$ cat config.mk
export PLATFORM = sky130hd
export DESIGN_NAME = lcd_reg_top
export DESIGN_NICKNAME = d
export VERILOG_FILES = /design/src/rtl/lcd_reg_pkg.sv /design/src/rtl/lcd_reg_decode.sv /design/src/rtl/lcd_reg_state.sv /design/src/rtl/lcd_reg_top.sv
export SDC_FILE = /design/constraint.sdc
export NUM_CORES = 1
export LEC_CHECK = 0
export CAP_MARGIN = 20
export CELL_PAD_IN_SITES_DETAIL_PLACEMENT = 2
export CELL_PAD_IN_SITES_GLOBAL_PLACEMENT = 2
export CORE_MARGIN = 5
export CORE_UTILIZATION = 10
export DETAILED_ROUTE_END_ITERATION = 16
export GPL_ROUTABILITY_DRIVEN = 0
export GPL_TIMING_DRIVEN = 0
export HOLD_SLACK_MARGIN = 0.03
export PLACE_DENSITY = 0.77
export SLEW_MARGIN = 30
export SYNTH_ARGS = -nofsm -noshare
export SYNTH_HDL_FRONTEND = slang
export SYNTH_HIERARCHICAL = 1
export SYNTH_SLANG_ARGS = --single-unit
$ cat constraint.sdc
create_clock -name clk -period 3.1 [get_ports clk]
set_clock_uncertainty 0.15 [all_clocks]
set_input_delay 0.775 -clock clk [delete_from_list [all_inputs] [get_ports clk]]
set_output_delay 0.775 -clock clk [all_outputs]
set_load 0.01 [all_outputs]
$ cat src/rtl/lcd_reg_pkg.sv
package lcd_reg_pkg;

  // command bit positions in the control word
  localparam int CMD_EN_BIT  = 0;
  localparam int CMD_DIS_BIT = 1;
  localparam int CMD_RST_BIT = 3;

  // interrupt sources and their bit positions in the interrupt words
  localparam int NUM_SRC   = 2;
  localparam int FRAME_BIT = 0;
  localparam int HALT_BIT  = 2;

  // word offsets
  localparam int OFS_CTRL   = 'h00;
  localparam int OFS_STATUS = 'h10;
  localparam int OFS_IE     = 'h20;
  localparam int OFS_ID     = 'h24;
  localparam int OFS_MASK   = 'h28;
  localparam int OFS_ISR    = 'h2C;

  typedef logic [NUM_SRC-1:0] srcVec_t;

  typedef enum logic [1:0] {
    SEL_NONE,
    SEL_STATUS,
    SEL_MASK,
    SEL_ISR
  } readSel_t;

  typedef struct packed {
    logic    cmdEnable;
    logic    cmdDisable;
    logic    cmdSwReset;
    srcVec_t maskSet;
    srcVec_t maskClr;
    logic    readIsr;
  } regStrobe_t;

  function automatic int srcPos(input int idx);
    return (idx == 0) ? FRAME_BIT : HALT_BIT;
  endfunction

endpackage

$ cat src/rtl/lcd_reg_decode.sv
module lcd_reg_decode
  import lcd_reg_pkg::*;
#(
  parameter int ADDR_W = 8,
  parameter int DATA_W = 32
) (
  input  logic [ADDR_W-1:0] busAddr,
  input  logic              busWrite,
  input  logic [DATA_W-1:0] busWdata,
  input  logic              busRead,
  output regStrobe_t        strobe,
  output readSel_t          readSel
);

  logic hitCtrl, hitStatus, hitIe, hitId, hitMask, hitIsr;

  always_comb begin
    hitCtrl   = (busAddr == ADDR_W'(OFS_CTRL));
    hitStatus = (busAddr == ADDR_W'(OFS_STATUS));
    hitIe     = (busAddr == ADDR_W'(OFS_IE));
    hitId     = (busAddr == ADDR_W'(OFS_ID));
    hitMask   = (busAddr == ADDR_W'(OFS_MASK));
    hitIsr    = (busAddr == ADDR_W'(OFS_ISR));
  end

  always_comb begin
    strobe.cmdEnable  = busWrite && hitCtrl && busWdata[CMD_EN_BIT];
    strobe.cmdDisable = busWrite && hitCtrl && busWdata[CMD_DIS_BIT];
    strobe.cmdSwReset = busWrite && hitCtrl && busWdata[CMD_RST_BIT];
    strobe.readIsr    = busRead && hitIsr;
  end

  for (genvar s = 0; s < NUM_SRC; s++) begin : g_src
    localparam int POS = srcPos(s);
    assign strobe.maskSet[s] = busWrite && hitIe && busWdata[POS];
    assign strobe.maskClr[s] = busWrite && hitId && busWdata[POS];
  end

  always_comb begin
    readSel = SEL_NONE;
    if (busRead) begin
      if (hitStatus)    readSel = SEL_STATUS;
      else if (hitMask) readSel = SEL_MASK;
      else if (hitIsr)  readSel = SEL_ISR;
    end
  end

endmodule

$ cat src/rtl/lcd_reg_state.sv
module lcd_reg_state
  import lcd_reg_pkg::*;
#(
  parameter int DATA_W = 32
) (
  input  logic              clk,
  input  logic              rstN,
  input  regStrobe_t        strobe,
  input  readSel_t          readSel,
  input  logic              evFrameEnd,
  input  logic              evHalted,
  output logic              ctrlEnable,
  output logic              swResetPulse,
  output logic              irq,
  output logic [DATA_W-1:0] busRdata
);

  logic    runReq, enaStatus, stopping, swQ;
  srcVec_t maskQ, statQ, evVec;
  logic    runN, enaN, stopN;

  always_comb begin
    evVec    = '0;
    evVec[0] = evFrameEnd;
    evVec[1] = evHalted && stopping;
  end

  // command sequencing: halt acknowledgement first, then the written command
  always_comb begin
    runN  = runReq;
    enaN  = enaStatus;
    stopN = stopping;
    if (evVec[1]) begin
      enaN  = 1'b0;
      stopN = 1'b0;
    end
    if (strobe.cmdDisable) begin
      if (runReq) begin
        runN  = 1'b0;
        stopN = 1'b1;
      end
    end else if (strobe.cmdEnable) begin
      runN  = 1'b1;
      enaN  = 1'b1;
      stopN = 1'b0;
    end
  end

  always_ff @(posedge clk) begin
    if (!rstN) begin
      runReq    <= 1'b0;
      enaStatus <= 1'b0;
      stopping  <= 1'b0;
      maskQ     <= '0;
      statQ     <= '0;
      swQ       <= 1'b0;
    end else if (strobe.cmdSwReset) begin
      runReq    <= 1'b0;
      enaStatus <= 1'b0;
      stopping  <= 1'b0;
      maskQ     <= '0;
      statQ     <= '0;
      swQ       <= 1'b1;
    end else begin
      runReq    <= runN;
      enaStatus <= enaN;
      stopping  <= stopN;
      maskQ     <= (maskQ | strobe.maskSet) & ~strobe.maskClr;
      statQ     <= (strobe.readIsr ? srcVec_t'(0) : statQ) | evVec;
      swQ       <= 1'b0;
    end
  end

  function automatic logic [DATA_W-1:0] spread(input srcVec_t v);
    logic [DATA_W-1:0] w;
    w = '0;
    for (int s = 0; s < NUM_SRC; s++) w[srcPos(s)] = v[s];
    return w;
  endfunction

  always_comb begin
    case (readSel)
      SEL_STATUS: busRdata = DATA_W'(enaStatus);
      SEL_MASK:   busRdata = spread(maskQ);
      SEL_ISR:    busRdata = spread(statQ);
      default:    busRdata = '0;
    endcase
  end

  assign ctrlEnable   = runReq;
  assign swResetPulse = swQ;
  assign irq          = |(statQ & maskQ);

  assert_swrst_clears_R6: assert property (@(posedge clk) disable iff (!rstN)
    swQ |-> (!runReq && !enaStatus && maskQ == '0 && statQ == '0));

  assert_swrst_source_R6: assert property (@(posedge clk) disable iff (!rstN)
    swQ |-> $past(strobe.cmdSwReset));

  assert_enable_rise_R2: assert property (@(posedge clk) disable iff (!rstN)
    (strobe.cmdEnable && !strobe.cmdDisable && !strobe.cmdSwReset) |=> (runReq && enaStatus));

  assert_disable_wins_R4: assert property (@(posedge clk) disable iff (!rstN)
    (strobe.cmdDisable && !strobe.cmdSwReset) |=> !runReq);

  assert_halt_flag_R3: assert property (@(posedge clk) disable iff (!rstN)
    $rose(statQ[1]) |-> $past(stopping && evHalted));

  assert_read_clear_R8: assert property (@(posedge clk) disable iff (!rstN)
    (strobe.readIsr && !evFrameEnd && !strobe.cmdSwReset) |=> !statQ[0]);

endmodule

$ cat src/rtl/lcd_reg_top.sv
module lcd_reg_top
  import lcd_reg_pkg::*;
#(
  parameter int ADDR_W = 8,
  parameter int DATA_W = 32
) (
  input  logic              clk,
  input  logic              rstN,
  input  logic [ADDR_W-1:0] busAddr,
  input  logic              busWrite,
  input  logic [DATA_W-1:0] busWdata,
  input  logic              busRead,
  output logic [DATA_W-1:0] busRdata,
  input  logic              evFrameEnd,
  input  logic              evHalted,
  output logic              ctrlEnable,
  output logic              swResetPulse,
  output logic              irq
);

  regStrobe_t strobe;
  readSel_t   readSel;

  lcd_reg_decode #(.ADDR_W(ADDR_W), .DATA_W(DATA_W)) i_decode (
    .busAddr (busAddr),
    .busWrite(busWrite),
    .busWdata(busWdata),
    .busRead (busRead),
    .strobe  (strobe),
    .readSel (readSel)
  );

  lcd_reg_state #(.DATA_W(DATA_W)) i_state (
    .clk         (clk),
    .rstN        (rstN),
    .strobe      (strobe),
    .readSel     (readSel),
    .evFrameEnd  (evFrameEnd),
    .evHalted    (evHalted),
    .ctrlEnable  (ctrlEnable),
    .swResetPulse(swResetPulse),
    .irq         (irq),
    .busRdata    (busRdata)
  );

endmodule

==> qor.yml, run 1 <==
status: "finished with violations"
failed_checks: "setup timing"
yosys_warnings: 6
final_antenna_net_count: 0
floorplan.initialDensity: 0.1011
synth_top_cell_by_area: "buf_4"
rows: 30
clk_path_buf_depth: 2
setup_ws_ns: -0.1870
finalHoldViolations: 0
multi_input_area_sq_um: 424.2
overflow: 0
n_antenna_cell: 0
antenna_found_initial: 0
postPlaceCellArea_sq_mm: 0.001110
seqCellArea_sq_um: 160.2
grt_pass1_vias: 796
drtIter0Drc: 8
numPortBuffers: 22
ys_types: 25
synth.yosys.seq_area_share: 0.2370
drive_above_1_share: 0.3889
die_w_um: 92.20
io_pins: 81
wl_mm: 2.182
insertion_delay_ns: 0.23
pwr-share-clk: 0.405
avgSynthCellArea_sq_um: 7.856
swShare: 0.2469
worst_ep_required_time_ns: 2.17
dp_cells: 217
p_sw_uw: 76.69
via_per_inst: 3.152
die_h_um: 92.20
min_period_ns: 3.287
die-area_sq_mm: 0.008500
period_share: 1.060
fp.coreArea_sq_mm: 0.006681
num_vias: 706
detailed_place_hpwl_mm: 1.839
ctsRootBufferMaster: "clkbuf_8"
endpoint_kind: "output pin"
leakagePower_uw: 0.0005676
powerDensity_mw_per_mm2: 262.7
drc: 0
p_int_uw: 234.0
seq_power_share: 0.339
fin_cells: 224
synthCells: 86
comb_power_share: 0.257
cts.sinks: 8
ys_ff_latch: 8
slew_viol_final: 0
setup_viol: 2
synth.top_cell.area_share: 0.3333
hold_path.class: "register to register"
grt_pass1_wl_mm: 3.663
grt_max_degree: 8
cpPeakStageDelay_ns: 0.53
whs_ns: 0.3356
dr.pass1.iters: 2
cap_violations: 0
cts_inserted_buffers: 3
ys_top_cells_by_area: "buf_4 (33%), dfxtp_1 (24%), nor2_1 (5.6%)"
synth.cell_area_sq_um: 675.6
worstSetupPathType: "input port to output pin"
final_nets: 192
cts-htree-levels: 1
clk_pin_slew_ns: 0.04
path_max_fanout: 2
worstPathArrival_ns: 2.36
fillers: 791
ir_worst_vdd_uv: 67.54
crit_path_top_delay_cell: "or4_4"
worstPathCellList: "buf_6, or4_4, and2b_2, a32o_2, mux2_4, nand2_2, o21ai_2, buf_2"
tritoncts: "done"
final_area_sq_mm: 0.001182
grt.total_usage: 0.05554
area_growth_pct: 75.00
max_freq_ghz: 0.3042
wl_per_cell_um: 9.741
crit_path_start_kind: "input port"
rsz0062_at_grt: "yes"
-- power groups by stage --
stage | clock network, uW | registers [uW] | logic, uW
after CTS | 134 | 105 | 76.9
after global routing | 139 | 105 | 88.5
after global placement | 0 | 107 | 76.2
after floorplan | 0 | 107 | 49.8
after detailed placement | 0 | 107 | 76.7
final | 126 | 105 | 79.7
-- area by class of cell --
type,count,area share
Clock buffer,3,0.03492
Buffer,30,0.1905
Sequential cell,8,0.1355
Inverter,1,0.003175
Multi-Input combinational cell,76,0.3587
Tap cell,80,0.08466
Timing Repair Buffer,26,0.1926
-- stage by stage --
stage          utilization  setup TNS [ns]  setup slack (ns)  power (uW)
3_3_place_gp        0.1661          -1.984            -1.083       183.0
4_1_cts             0.1770         -0.3606           -0.1875       315.8
3_5_place_dp        0.1661          -1.980            -1.076       183.6
5_1_grt             0.1770         -0.4380           -0.2244       332.7
2_1_floorplan            -               0          0.009736       156.5
6_report            0.1770         -0.3467           -0.1870       310.7
-- kinds of logic (layout without fill, tap and decap cells) --
group                  count (synthesis)  in the layout  synth area share
AOI/OAI and AO/OA                      7              7           0.06481
buffers and inverters                 31             60            0.3389
DFF                                    8              8            0.2370
muxes                                  2              2           0.03148
other                                  1             30          0.005550
and+or+nand+nor                       37             37            0.3222
-- layout by cell type (no fill, tap or decap), drive strengths merged --
cell type       n
nand2b          2
nand3b          1
nand2           5
dlygate4sd2     4
dfxtp           8
nor3            4
conb           30
nor2b           3
mux2            1
clkdlybuf4s50  12
clkbuf          3
or4             1
inv             1
and4            1
and2            5
and4bb          1
o21ai           2
nor2           10
a22o            1
buf            40
nand3           2
nor4b           1
a21oi           3
mux2i           1
and2b           1
a32o            1
-- state kept, by name (all words and copies together), names as in the netlist --
| name | flops |
|---|---|
| i_state/ctrlEnable | 1 |
| i_state/enaStatus | 1 |
| i_state/maskQ | 2 |
| i_state/statQ | 2 |
| i_state/stopping | 1 |
| i_state/swResetPulse | 1 |
-- synth_stat cells --
cell / count
inv_1: 1
nand3b_1: 1
nor3_1: 4
mux2i_1: 1
and2_2: 3
and4_1: 1
and2b_2: 1
and4bb_2: 1
nand2b_4: 1
mux2_1: 1
nand3_1: 2
a21oi_1: 3
nand2_1: 5
nand2b_1: 1
nor4b_1: 1
or4_4: 1
o21ai_1: 2
a32o_1: 1
a22o_1: 1
nor2_1: 10
and2_1: 2
dfxtp_1: 8
nor2b_1: 3
conb_1: 1
buf_4: 30
-- worst max-delay path, delay by kind of cell --
kind	cells	cell delay [ns]
mux	1	0.31
simple gates	3	0.82
buf+inv	2	0.22
compound gates	2	0.24
-- worst paths after layout --
path	cells past startpoint	startpoint	slack (ns)	to
worst min-delay path	2	i_state/statQ[1]	0.34	i_state/statQ[1]
worst max register to register	3	i_state/stopping	2.26	i_state/enaStatus
worst min register to register	2	i_state/statQ[1]	0.34	i_state/statQ[1]
worst max-delay path	8	busAddr[0]	-0.19	busRdata[0]
-- per-layer routing --
metal / track usage / routed length, um / share of wire
met1: 0.05140 / 819 / 0.38
met2: 0.09428 / 1001 / 0.46
met3: 0.02461 / 280 / 0.13
met4: 0.04455 / 80 / 0.037
met5: 0 / 0 / 0
-- what timing repair did --
action	4_1_cts	5_1_grt
setup buffers	4	0
hold buffers	0	0
pin swaps	5	1
setup endpoints to repair	2	2
resized for setup	34	2
hold endpoints to repair	0	0
Power figures use the tool's default switching activity.
==> inputs of run 2 (changes only) <==
ABC_AREA = 1   (was unset)
==> run 2 against run 1 <==
  * The run now ends clean
  * Setup slack improved by 0.42 ns
  * Count of clock-buffer cells in the layout unchanged
  * Largest power group unchanged
  * Critical path depth increased by 2
==> qor.yml, run 2 <==
status: "finished, final reports clean"
die_h_um: 96.36
crit_path_top_delay_cell: "dlygate4sd2_1"
drive_above_1_share: 0.2889
worstSetupPathType: "input port to output pin"
postPlaceCellArea_sq_mm: 0.001199
synth_edf_count: 0
insertion_delay_ns: 0.22
synth.cell_area_sq_um: 745.7
die-area_sq_mm: 0.009284
synth.top_cell.area_share: 0.3020
n_antenna_cell: 0
slew_viol_final: 0
synth_common_cells: "buf_4 (30), nand2_1 (24), inv_1 (18), nor2_1 (13), nor3_1 (10)"
rr_startpoint: "i_state/maskQ[0]"
rr_worst_depth: 2
avgSynthCellArea_sq_um: 6.063
grt_pass1_vias: 851
worstPathArrival_ns: 1.94
synth_top_cell_by_area: "buf_4"
min_period_ns: 2.864
numPortBuffers: 22
whs_ns: 0.3233
swShare: 0.2588
ys_ff_latch: 8
wl_per_cell_um: 8.935
area_growth_pct: 71.14
seq_power_share: 0.332
path_common_cell: "nand2_1"
yosys_most_used_dff: "dfxtp_1"
multi_input_area_sq_um: 417.9
cts-htree-levels: 1
drc: 0
crit_path_start_kind: "input port"
final_nets: 228
p_int_uw: 234.7
dr.pass1.iters: 2
comb_power_share: 0.279
die_w_um: 96.36
drtIter0Drc: 15
via_per_inst: 2.935
final_area_sq_mm: 0.001276
worstSetupPathDepth: 10
endpoint_kind: "output pin"
overflow: 0
path_max_fanout: 5
final_antenna_net_count: 0
powerDensity_mw_per_mm2: 248.2
final_common_cell: "buf_4"
wl_mm: 2.493
ys_top_cells_by_area: "buf_4 (30%), dfxtp_1 (21%), nand2_1 (12%)"
floorplan.initialDensity: 0.1028
io_pins: 81
pwr-share-clk: 0.390
period_share: 0.9237
seqCellArea_sq_um: 160.2
worst_ep_required_time_ns: 2.17
crit_family: "buffers and inverters"
cpPeakStageDelay_ns: 0.26
worstPathCellList: "dlygate4sd2_1, inv_1, nand2_1, nor2_2, buf_4, and3_4, nor2_1, nand2_1, nand3_1, buf_2"
cap_violations: 0
p_sw_uw: 81.98
reg_top3: "i_state/maskQ (2), i_state/statQ (2)"
yosysMostFrequentCell: "buf_4"
tritoncts: "done"
grt_pass1_wl_mm: 3.822
cts_inserted_buffers: 3
setup_viol: 0
num_vias: 819
max_freq_ghz: 0.3492
yosys_warnings: 6
finalHoldViolations: 0
final_cell_mix: "buf_4 (33), conb_1 (30), nand2_1 (22)"
synth.yosys.seq_area_share: 0.2148
r2r-end: "i_state/maskQ[0]"
hold_buffers: 0
rsz0062_at_grt: "no"
final_util: 0.1760
rows: 31
grt_max_degree: 8
reg2reg_slack_ns: 2.27
path_buf_inv: 4
hold_path.class: "register to register"
ctsRootBufferMaster: "clkbuf_8"
grt.total_usage: 0.05312
leakagePower_uw: 0.0006844
cts.sinks: 8
synthCells: 123
crit_path_start: "busAddr[0]"
fillers: 908
async_reset_ff_frac: 0
critical_path.endpoint: "busRdata[0]"
ys_types: 13
clk_pin_slew_ns: 0.04
detailed_place_hpwl_mm: 2.213
clk_path_buf_depth: 2
fp.coreArea_sq_mm: 0.007253
ir_worst_vdd_uv: 139.9
antenna_found_initial: 0
[run 2: cell types whose count changed in the layout (fill, tap and decap cells not counted), moves of 6 or more]
cell | before | now
nor3_1 | 4 | 10
nor2_2 | 0 | 7
inv_1 | 1 | 18
nand2_1 | 4 | 22
nand3_1 | 2 | 8
[run 2: worst min path at each step]
stage	start	to	slack, ns	cells after the start
3_3_place_gp	i_state/enaStatus	i_state/enaStatus	0.32	2
5_1_grt	i_state/statQ[1]	i_state/statQ[1]	0.36	2
3_5_place_dp	i_state/enaStatus	i_state/enaStatus	0.32	2
2_1_floorplan	i_state/enaStatus	i_state/enaStatus	0.29	2
4_1_cts	i_state/enaStatus	i_state/enaStatus	0.33	2
6_report	i_state/enaStatus	i_state/enaStatus	0.32	2
[run 2: final cells by class]
type | instances | share of cell area
Buffer | 30 | 0.1765
Sequential cell | 8 | 0.1255
Tap cell | 99 | 0.09706
Clock buffer | 3 | 0.03235
Inverter | 20 | 0.05882
Multi-Input combinational cell | 94 | 0.3275
Timing Repair Buffer | 25 | 0.1824
[run 2: kinds of logic (layout without fill, tap and decap cells)]
logic type / Yosys count / count (layout) / synth area share
buffers and inverters: 50 / 78 / 0.4027
AOI/OAI and AO/OA: 3 / 3 / 0.02013
and+or+nand+nor: 61 / 61 / 0.3574
other: 1 / 30 / 0.005029
DFF: 8 / 8 / 0.2148
[run 2: metal layers]
metal	track usage	share of wire	routed length, um
met1	0.05390	0.39	975
met2	0.09833	0.52	1293
met3	0.02346	0.085	213
met4	0.01402	0.0040	10
met5	0	0	0
[run 2: what timing repair did]
action | in CTS | in global routing
endpoints found under the setup margin | 2 | 2
resized for setup | 18 | 6
buffers inserted | 1 | 2
pin swaps | 2 | 2
[run 2: power groups by stage]
stage | sequential [uW] | combinational [uW] | clock, uW
finish | 105 | 88.3 | 123
global route | 105 | 98.4 | 139
global placement | 107 | 85.0 | 0
CTS | 105 | 86.1 | 131
detailed placement | 107 | 86.0 | 0
floorplan | 107 | 56.7 | 0
[run 2: stage by stage]
step	power (uW)	worst slack (ns)	cells	setup TNS, ns
final	316.7	0.2365	279	0
after global routing	342.4	0.08845	279	0
after CTS	321.7	0.0005078	277	0
after detailed placement	192.9	-0.4835	273	-0.8213
after global placement	191.8	-0.4437	273	-0.7525
after floorplan	163.3	0.6624	152	0
[run 2: worst register-to-register path, cell delays in order, from the launching register on]
cell and delay (ns):
dfxtp_1 0.36, nor2_1 0.07, nor3_1 0.17
